===== src/rtl/ldst_pkg.sv =====
// Package: shared encodings and types of the load/store sequencer.
// Assumes a fixed 32-bit instruction word with the field layout below.
package ldst_pkg;

    localparam int INSN_W = 32;
    localparam int OPC_W  = 6;
    localparam int RIDX_W = 5;
    localparam int NREG   = 1 << RIDX_W;
    localparam int IMM_W  = 16;

    localparam logic [OPC_W-1:0] OPC_LOAD  = 6'h01;
    localparam logic [OPC_W-1:0] OPC_STORE = 6'h02;
    localparam logic [OPC_W-1:0] OPC_ADD   = 6'h03;
    localparam logic [OPC_W-1:0] OPC_SUB   = 6'h04;
    localparam logic [OPC_W-1:0] OPC_ADDI  = 6'h05;
    localparam logic [OPC_W-1:0] OPC_SUBI  = 6'h06;
    localparam logic [OPC_W-1:0] OPC_BGTZ  = 6'h07;
    localparam logic [OPC_W-1:0] OPC_BGT   = 6'h08;
    localparam logic [OPC_W-1:0] OPC_HALT  = 6'h3F;

    typedef enum logic [2:0] {
        ST_FETCH,
        ST_DECODE,
        ST_EXEC,
        ST_MEM,
        ST_WB,
        ST_HALT
    } seq_state_e;

    typedef enum logic [2:0] {
        K_LOAD,
        K_STORE,
        K_ALU,
        K_BRZ,
        K_BR2,
        K_HALT,
        K_NOP
    } insn_kind_e;

    typedef enum logic {
        ALU_ADD,
        ALU_SUB
    } alu_op_e;

    typedef struct packed {
        insn_kind_e              kind;
        alu_op_e                 op;
        logic                    use_imm;
        logic [RIDX_W-1:0]       ra;
        logic [RIDX_W-1:0]       rb;
        logic [RIDX_W-1:0]       rc;
        logic [IMM_W-1:0]        imm;
    } insn_t;

endpackage


===== src/rtl/ldst_decode.sv =====
// Module: ldst_decode
// Purely combinational decoder from the instruction register to a control
// record. Assumes the word is stable for the whole execute phase.
module ldst_decode
    import ldst_pkg::*;
(
    input  logic [INSN_W-1:0] ir,
    output insn_t             insn
);

    logic [OPC_W-1:0] opc;

    assign opc = ir[31:26];

    // Split fields and classify the opcode.
    always_comb begin
        insn.kind    = K_NOP;
        insn.op      = ALU_ADD;
        insn.use_imm = 1'b0;
        insn.ra      = ir[25:21];
        insn.rb      = ir[20:16];
        insn.rc      = ir[15:11];
        insn.imm     = ir[15:0];
        case (opc)
            OPC_LOAD:  insn.kind = K_LOAD;
            OPC_STORE: insn.kind = K_STORE;
            OPC_ADD: begin
                insn.kind = K_ALU;
            end
            OPC_SUB: begin
                insn.kind = K_ALU;
                insn.op   = ALU_SUB;
            end
            OPC_ADDI: begin
                insn.kind    = K_ALU;
                insn.use_imm = 1'b1;
            end
            OPC_SUBI: begin
                insn.kind    = K_ALU;
                insn.op      = ALU_SUB;
                insn.use_imm = 1'b1;
            end
            OPC_BGTZ:  insn.kind = K_BRZ;
            OPC_BGT:   insn.kind = K_BR2;
            OPC_HALT:  insn.kind = K_HALT;
            default:   insn.kind = K_NOP;
        endcase
    end

endmodule


===== src/rtl/ldst_regfile.sv =====
// Module: ldst_regfile
// General register array with NRD combinational read ports and one write
// port. Entry 0 reads as zero and ignores writes. Contents are not reset.
module ldst_regfile
    import ldst_pkg::*;
#(
    parameter int W   = 32,
    parameter int NRD = 3
) (
    input  logic              clk,
    input  logic [RIDX_W-1:0] raddr [NRD],
    output logic [W-1:0]      rdata [NRD],
    input  logic              we,
    input  logic [RIDX_W-1:0] waddr,
    input  logic [W-1:0]      wdata
);

    logic [W-1:0] regs [NREG];

    // Write port; register 0 is never written.
    always_ff @(posedge clk) begin
        if (we && (waddr != '0)) begin
            regs[waddr] <= wdata;
        end
    end

    // Read ports, one per generated lane.
    for (genvar p = 0; p < NRD; p++) begin : g_rd
        assign rdata[p] = (raddr[p] == '0) ? '0 : regs[raddr[p]];
    end

endmodule


===== src/rtl/ldst_alu.sv =====
// Module: ldst_alu
// Adder/subtractor with a signed greater-than flag used by branches.
// Assumes two's complement operands of width W.
module ldst_alu
    import ldst_pkg::*;
#(
    parameter int W = 32
) (
    input  logic [W-1:0] a,
    input  logic [W-1:0] b,
    input  alu_op_e      op,
    output logic [W-1:0] y,
    output logic         gt
);

    // Sum or difference, wrapping at W bits.
    always_comb begin
        if (op == ALU_SUB) begin
            y = a - b;
        end else begin
            y = a + b;
        end
    end

    // Signed comparison for the conditional branches.
    assign gt = $signed(a) > $signed(b);

endmodule


===== src/rtl/ldst_ctrl.sv =====
// Module: ldst_ctrl
// Sequencing state machine with program counter, instruction register and
// execute-phase result registers. Assumes the memory returns read data one
// cycle after a read strobe.
module ldst_ctrl
    import ldst_pkg::*;
#(
    parameter int           W        = 32,
    parameter logic [W-1:0] RESET_PC = '0
) (
    input  logic              clk,
    input  logic              rst_n,
    input  insn_kind_e        kind,
    input  alu_op_e           op,
    input  logic              use_imm,
    input  logic [RIDX_W-1:0] ra,
    input  logic [IMM_W-1:0]  imm,
    output logic [INSN_W-1:0] ir_q,
    input  logic [W-1:0]      rd_a,
    input  logic [W-1:0]      rd_b,
    input  logic [W-1:0]      rd_c,
    output logic [W-1:0]      alu_a,
    output logic [W-1:0]      alu_b,
    output alu_op_e           alu_op,
    input  logic [W-1:0]      alu_y,
    input  logic              alu_gt,
    output logic [W-1:0]      mem_addr,
    output logic [W-1:0]      mem_wdata,
    input  logic [W-1:0]      mem_rdata,
    output logic              mem_rd,
    output logic              mem_wr,
    output logic              rf_we,
    output logic [RIDX_W-1:0] rf_waddr,
    output logic [W-1:0]      rf_wdata,
    output logic              halt,
    output logic              in_fetch
);

    localparam logic [W-1:0] PC_STEP = W'(4);

    seq_state_e   state;
    logic [W-1:0] pc;
    logic [W-1:0] res_q;
    logic [W-1:0] sdata_q;
    logic [W-1:0] imm_sx;
    logic [W-1:0] br_off;

    assign imm_sx = {{(W-IMM_W){imm[IMM_W-1]}}, imm};
    assign br_off = {imm_sx[W-3:0], 2'b00};

    // State, PC, instruction and result registers.
    always_ff @(posedge clk) begin
        if (!rst_n) begin
            state   <= ST_FETCH;
            pc      <= RESET_PC;
            ir_q    <= '0;
            res_q   <= '0;
            sdata_q <= '0;
        end else begin
            case (state)
                ST_FETCH: begin
                    state <= ST_DECODE;
                end
                ST_DECODE: begin
                    ir_q  <= mem_rdata[INSN_W-1:0];
                    pc    <= pc + PC_STEP;
                    state <= ST_EXEC;
                end
                ST_EXEC: begin
                    res_q   <= alu_y;
                    sdata_q <= rd_a;
                    case (kind)
                        K_LOAD, K_STORE: state <= ST_MEM;
                        K_ALU:           state <= ST_WB;
                        K_BRZ, K_BR2: begin
                            if (alu_gt) begin
                                pc <= pc + br_off;
                            end
                            state <= ST_FETCH;
                        end
                        K_HALT:          state <= ST_HALT;
                        default:         state <= ST_FETCH;
                    endcase
                end
                ST_MEM: begin
                    state <= (kind == K_LOAD) ? ST_WB : ST_FETCH;
                end
                ST_WB: begin
                    state <= ST_FETCH;
                end
                default: begin
                    state <= ST_HALT;
                end
            endcase
        end
    end

    // Operand selection for the ALU by instruction class.
    always_comb begin
        alu_a  = rd_b;
        alu_b  = imm_sx;
        alu_op = ALU_ADD;
        case (kind)
            K_ALU: begin
                alu_a  = rd_b;
                alu_b  = use_imm ? imm_sx : rd_c;
                alu_op = op;
            end
            K_BRZ: begin
                alu_a = rd_a;
                alu_b = '0;
            end
            K_BR2: begin
                alu_a = rd_a;
                alu_b = rd_b;
            end
            default: begin
                alu_a = rd_b;
                alu_b = imm_sx;
            end
        endcase
    end

    // Memory port drive for fetch, load and store.
    always_comb begin
        mem_rd    = (state == ST_FETCH) || ((state == ST_MEM) && (kind == K_LOAD));
        mem_wr    = (state == ST_MEM) && (kind == K_STORE);
        mem_addr  = (state == ST_FETCH) ? pc : res_q;
        mem_wdata = sdata_q;
    end

    // Register write-back from load data or the ALU result.
    always_comb begin
        rf_we    = (state == ST_WB);
        rf_waddr = ra;
        rf_wdata = (kind == K_LOAD) ? mem_rdata : res_q;
    end

    assign halt     = (state == ST_HALT);
    assign in_fetch = (state == ST_FETCH);

endmodule


===== src/rtl/ldst_core.sv =====
// Module: ldst_core (top)
// Multicycle load/store sequencer: fetch, decode, execute, memory access and
// write-back over one synchronous memory port. Assumes W >= 32 and a memory
// that answers a read strobe with data one cycle later.
module ldst_core
    import ldst_pkg::*;
#(
    parameter int           W        = 32,
    parameter logic [W-1:0] RESET_PC = '0
) (
    input  logic         clk,
    input  logic         rst_n,
    output logic [W-1:0] mem_addr,
    output logic [W-1:0] mem_wdata,
    input  logic [W-1:0] mem_rdata,
    output logic         mem_rd,
    output logic         mem_wr,
    output logic         halt
);

    localparam int NRD = 3;

    logic [INSN_W-1:0] ir_q;
    insn_t             insn;
    logic [RIDX_W-1:0] rf_raddr [NRD];
    logic [W-1:0]      rf_rdata [NRD];
    logic              rf_we;
    logic [RIDX_W-1:0] rf_waddr;
    logic [W-1:0]      rf_wdata;
    logic [W-1:0]      alu_a;
    logic [W-1:0]      alu_b;
    alu_op_e           alu_op;
    logic [W-1:0]      alu_y;
    logic              alu_gt;
    logic              in_fetch;

    assign rf_raddr[0] = insn.ra;
    assign rf_raddr[1] = insn.rb;
    assign rf_raddr[2] = insn.rc;

    ldst_decode u_dec (
        .ir   (ir_q),
        .insn (insn)
    );

    ldst_regfile #(.W(W), .NRD(NRD)) u_rf (
        .clk   (clk),
        .raddr (rf_raddr),
        .rdata (rf_rdata),
        .we    (rf_we),
        .waddr (rf_waddr),
        .wdata (rf_wdata)
    );

    ldst_alu #(.W(W)) u_alu (
        .a  (alu_a),
        .b  (alu_b),
        .op (alu_op),
        .y  (alu_y),
        .gt (alu_gt)
    );

    ldst_ctrl #(.W(W), .RESET_PC(RESET_PC)) u_ctrl (
        .clk       (clk),
        .rst_n     (rst_n),
        .kind      (insn.kind),
        .op        (insn.op),
        .use_imm   (insn.use_imm),
        .ra        (insn.ra),
        .imm       (insn.imm),
        .ir_q      (ir_q),
        .rd_a      (rf_rdata[0]),
        .rd_b      (rf_rdata[1]),
        .rd_c      (rf_rdata[2]),
        .alu_a     (alu_a),
        .alu_b     (alu_b),
        .alu_op    (alu_op),
        .alu_y     (alu_y),
        .alu_gt    (alu_gt),
        .mem_addr  (mem_addr),
        .mem_wdata (mem_wdata),
        .mem_rdata (mem_rdata),
        .mem_rd    (mem_rd),
        .mem_wr    (mem_wr),
        .rf_we     (rf_we),
        .rf_waddr  (rf_waddr),
        .rf_wdata  (rf_wdata),
        .halt      (halt),
        .in_fetch  (in_fetch)
    );

endmodule


===== config.mk =====
export PLATFORM = sky130hd
export DESIGN_NAME = ldst_core
export DESIGN_NICKNAME = d
export VERILOG_FILES = /design/src/rtl/ldst_pkg.sv /design/src/rtl/ldst_decode.sv /design/src/rtl/ldst_regfile.sv /design/src/rtl/ldst_alu.sv /design/src/rtl/ldst_ctrl.sv /design/src/rtl/ldst_core.sv
export SDC_FILE = /design/constraint.sdc
export NUM_CORES = 2
export LEC_CHECK = 0
export BUFFER_PORTS_ARGS = -buffer_cell sky130_fd_sc_hd__buf_2
export CAP_MARGIN = 20
export CORE_MARGIN = 1
export CORE_UTILIZATION = 55
export CTS_CLUSTER_DIAMETER = 200
export DETAILED_ROUTE_END_ITERATION = 12
export PLACE_DENSITY_LB_ADDON = 0.12
export SLEW_MARGIN = 10
export SYNTH_ARGS = -nofsm -noshare
export SYNTH_HDL_FRONTEND = slang
export SYNTH_SLANG_ARGS = --single-unit

===== constraint.sdc =====
create_clock -name clk -period 6.3 [get_ports clk]
set_input_delay 0.945 -clock clk [delete_from_list [all_inputs] [get_ports clk]]
set_output_delay 0.945 -clock clk [all_outputs]
set_load 0.02 [all_outputs]

==> metrics <==
status finished clean; FFs w/ async S/R, synth 0%; Die W between 300 and 400 um; Max stage delay on crit path 0.53 ns; vias per std cell 7.39; total die area approximately 0.12 mm2; antenna violations before repair 5; GR peak layer met2; Syn. warnings 0; routability cong. a little under 1; CTS tree done; Final Hold Violating Endpoints 0; Sinks on Clock Net approximately 1200; Cells after Synth between 4000 and 5000; # IOs 101; ranking of synthesized cells by area edfxtp_1, mux4_2, dfxtp_1; crit path launch type flop; Synth top area share 46.0%; Synth Flop Type edfxtp_1; dpl cell area about 0.070 mm2; vias in the first global route 42394; Syn Area/Cell around 16 um2; DRC 0; Clock Latency Late Sink about 0.77 ns; clock tree root buffer cell clkbuf_16; Synth area leader edfxtp_1; Final ANT Viol Nets 0; post-DP HPWL 136 mm; final instance area between 0.07 and 0.08 mm2; mean routed wirelength per cell roughly 37 um; worst path required time 6.98 ns; Die Ht roughly 350 um; Cell variety after synth 86; pin count of the biggest net entering global routing between 70 and 80; first-pass GRT wire length around 310 mm; final setup violating endpoints 0; Synth-to-Final Area Change 11.9%; Post-CTS Hold Buffers 0; Fin Setup TNS 0 ns; postcts setup bufs 0; Iter 0 DRT Violations approximately 6600; GR Util met3 about a tenth; pwr dens 283 mW/mm2; PostCTS Resize Cnt 0; Initial Utilization between 50% and 60%; port bufs 100; met2 usage a little over half; Slew Limit Fails 0; Worst slew margin 26.1%; Reg clk slew, reported paths around 0.060 ns; crit-path max FO 11; Post-Synthesis Cell Area between 0.06 and 0.07 mm2; NumNets Final about 4400; Total Wirelength about 220 mm; CTS buffer count roughly 130; via count between 40000 and 50000; GRT Total Usage 36.3%; Crit. End Element flop; Leakage 0.0235 uW; Fillers roughly 8600; Worst Skew between 0.02 and 0.025 ns; Setup CP Type flop to flop; met1 Use GR between 50 and 60%; Max Buffers Root-to-Sink 3; Tcrit/Tclk final between 90 and 100%; Worst-Margin Slew between 1 and 1.5 ns; overall power between 20000 and 25000 uW; # rows between 100 and 150; sequential fraction of the synthesis area between 50 and 60%; Post-synth EDFFs a little over 1000; fmax 0.167 GHz; Critical-path top delay cell mux4_2; layout cells sized above 1 a little over a third; # H-tree levels 4; Max-cap violations 0; RSZ-0062 raised after global routing no; worst vdd ir about 0.00027 V; flop and latch count out of synthesis 1168; global route overflow 0; crit path cell chain buf_4 -> buf_4 -> mux4_2 -> mux4_2 -> mux2i_1 -> nor2_1 -> a221o_1 -> ha_1 -> nor4_1 -> nand4_1 -> a221oi_1 -> a21o_1 -> nand2_1 -> o41a_1 -> o31a_1 -> a31oi_1; min cycle time layout between 6 and 7 ns; Hold Crit Class primary input to flop; total core area 0.120 mm2; 1st-pass router iterations 6; CP arrival between 6 and 7 ns
-- sequential cells by signal, indices dropped and copies added (netlist names), named ones only --
register,count
u_ctrl.mem_wdata,32
u_ctrl.pc,30
u_ctrl.res_q,32
u_rf.regs,1024
u_ctrl.ir_q,32
u_ctrl.state,3
-- critical path: cells and delay by family (launching register included) --
kind	cells	cell delay (ns)
fa+ha+maj	1	0.37
mux	3	1.52
compound gates	6	2.00
flops	1	0.51
simple gates	4	0.91
buf+inv	2	0.58
-- layer usage --
layer  vias to the layer above  routed length (um)
li1                      17435                   -
met1                     22869               83300
met2                      3127               98000
met3                       505               28700
met4                         2                9230
met5                         -                  13
-- cell type report --
type                       count  area (um2)  area share [%]
sequential                  1168       33700            45.0
timing repair buffer         292        2690            3.59
tap                         1612        2020            2.69
clock buffer                 164        3530            4.71
clock inverter                78         807            1.08
multi-input combinational   2547       31800            42.5
antenna                        4        10.0          0.0134
inverter                      84         318           0.425
-- cell families (layout without fill, tap and decap cells) --
| kind of cell | after synthesis | in the layout | share of synthesized area (%) |
|---|---|---|---|
| XOR/XNOR | 42 | 42 | 0.550 |
| AO/OA/AOI/OAI | 512 | 512 | 4.92 |
| flip-flops | 1168 | 1168 | 50.3 |
| adder cells (fa/ha/maj) | 95 | 95 | 1.81 |
| other | 1 | 36 | 0.00561 |
| buffers and inverters | 435 | 618 | 2.75 |
| AND/OR/NAND/NOR | 768 | 768 | 5.18 |
| multiplexers | 1098 | 1098 | 34.5 |
-- where the power goes --
group          leakage, uW  total [uW]  internal, uW  switching, uW
clock              0.00211        7810          4570           3240
combinational       0.0108        4510          1880           2630
sequential          0.0106        8830          8630            200
total               0.0235       21100         15100           6070
-- metrics by stage --
stage / setup slack (ns) / utilization [%] / hold slack (ns) / instances
5_1_grt: 0.0770 / 62.2 / 0.418 / 5945
6_report: 0.296 / 62.2 / 0.427 / 5949
3_3_place_gp: 0.342 / 58.3 / 0.440 / 5684
3_5_place_dp: 0.414 / 58.4 / 0.445 / 5689
4_1_cts: 0.348 / 62.0 / 0.394 / 5931
2_1_floorplan: 1.32 / - / 0.443 / 4150
-- final timing paths --
path	start	endpoint	slack, ns	cells after the start
max	flop	u_ctrl.res_q[29]$_SDFFE_PN0N_	0.30	16
max reg2reg	flop	u_ctrl.res_q[29]$_SDFFE_PN0N_	0.30	16
min	mem_rdata[10]	u_ctrl.ir_q[10]$_SDFFE_PN0P_	0.43	3
min reg2reg	u_ctrl.mem_wdata[23]$_SDFFE_PN0N_	u_ctrl.mem_wdata[23]$_SDFFE_PN0N_	0.45	2
-- cells in the mapped netlist (20+ instances only) --
library cell	n
a211oi_1	28
a21o_1	26
a21oi_1	161
and2_1	37
buf_1	57
buf_2	55
buf_4	20
clkbuf_1	210
dfxtp_1	144
edfxtp_1	1024
ha_1	92
inv_1	62
inv_2	20
mux2_2	47
mux2i_1	91
mux4_2	960
nand2_1	314
nand3_1	37
nor2_1	208
nor2b_1	24
nor3_1	47
o211ai_1	30
o21ai_0	64
o21ai_1	50
o31ai_1	26
xnor2_1	34
-- placed cells by master (no fill, tap or decap), types with 64 or more instances in the layout --
cell type,netlist,routed
a21oi_1,161,161
buf_2,55,100
buf_4,20,132
clkbuf_16,0,138
dfxtp_1,144,129
edfxtp_1,1024,1024
ha_1,92,92
mux2i_1,91,91
mux4_2,960,960
nand2_1,314,313
nor2_1,208,174
o21ai_0,64,64
(Power assumes the default switching activity.)
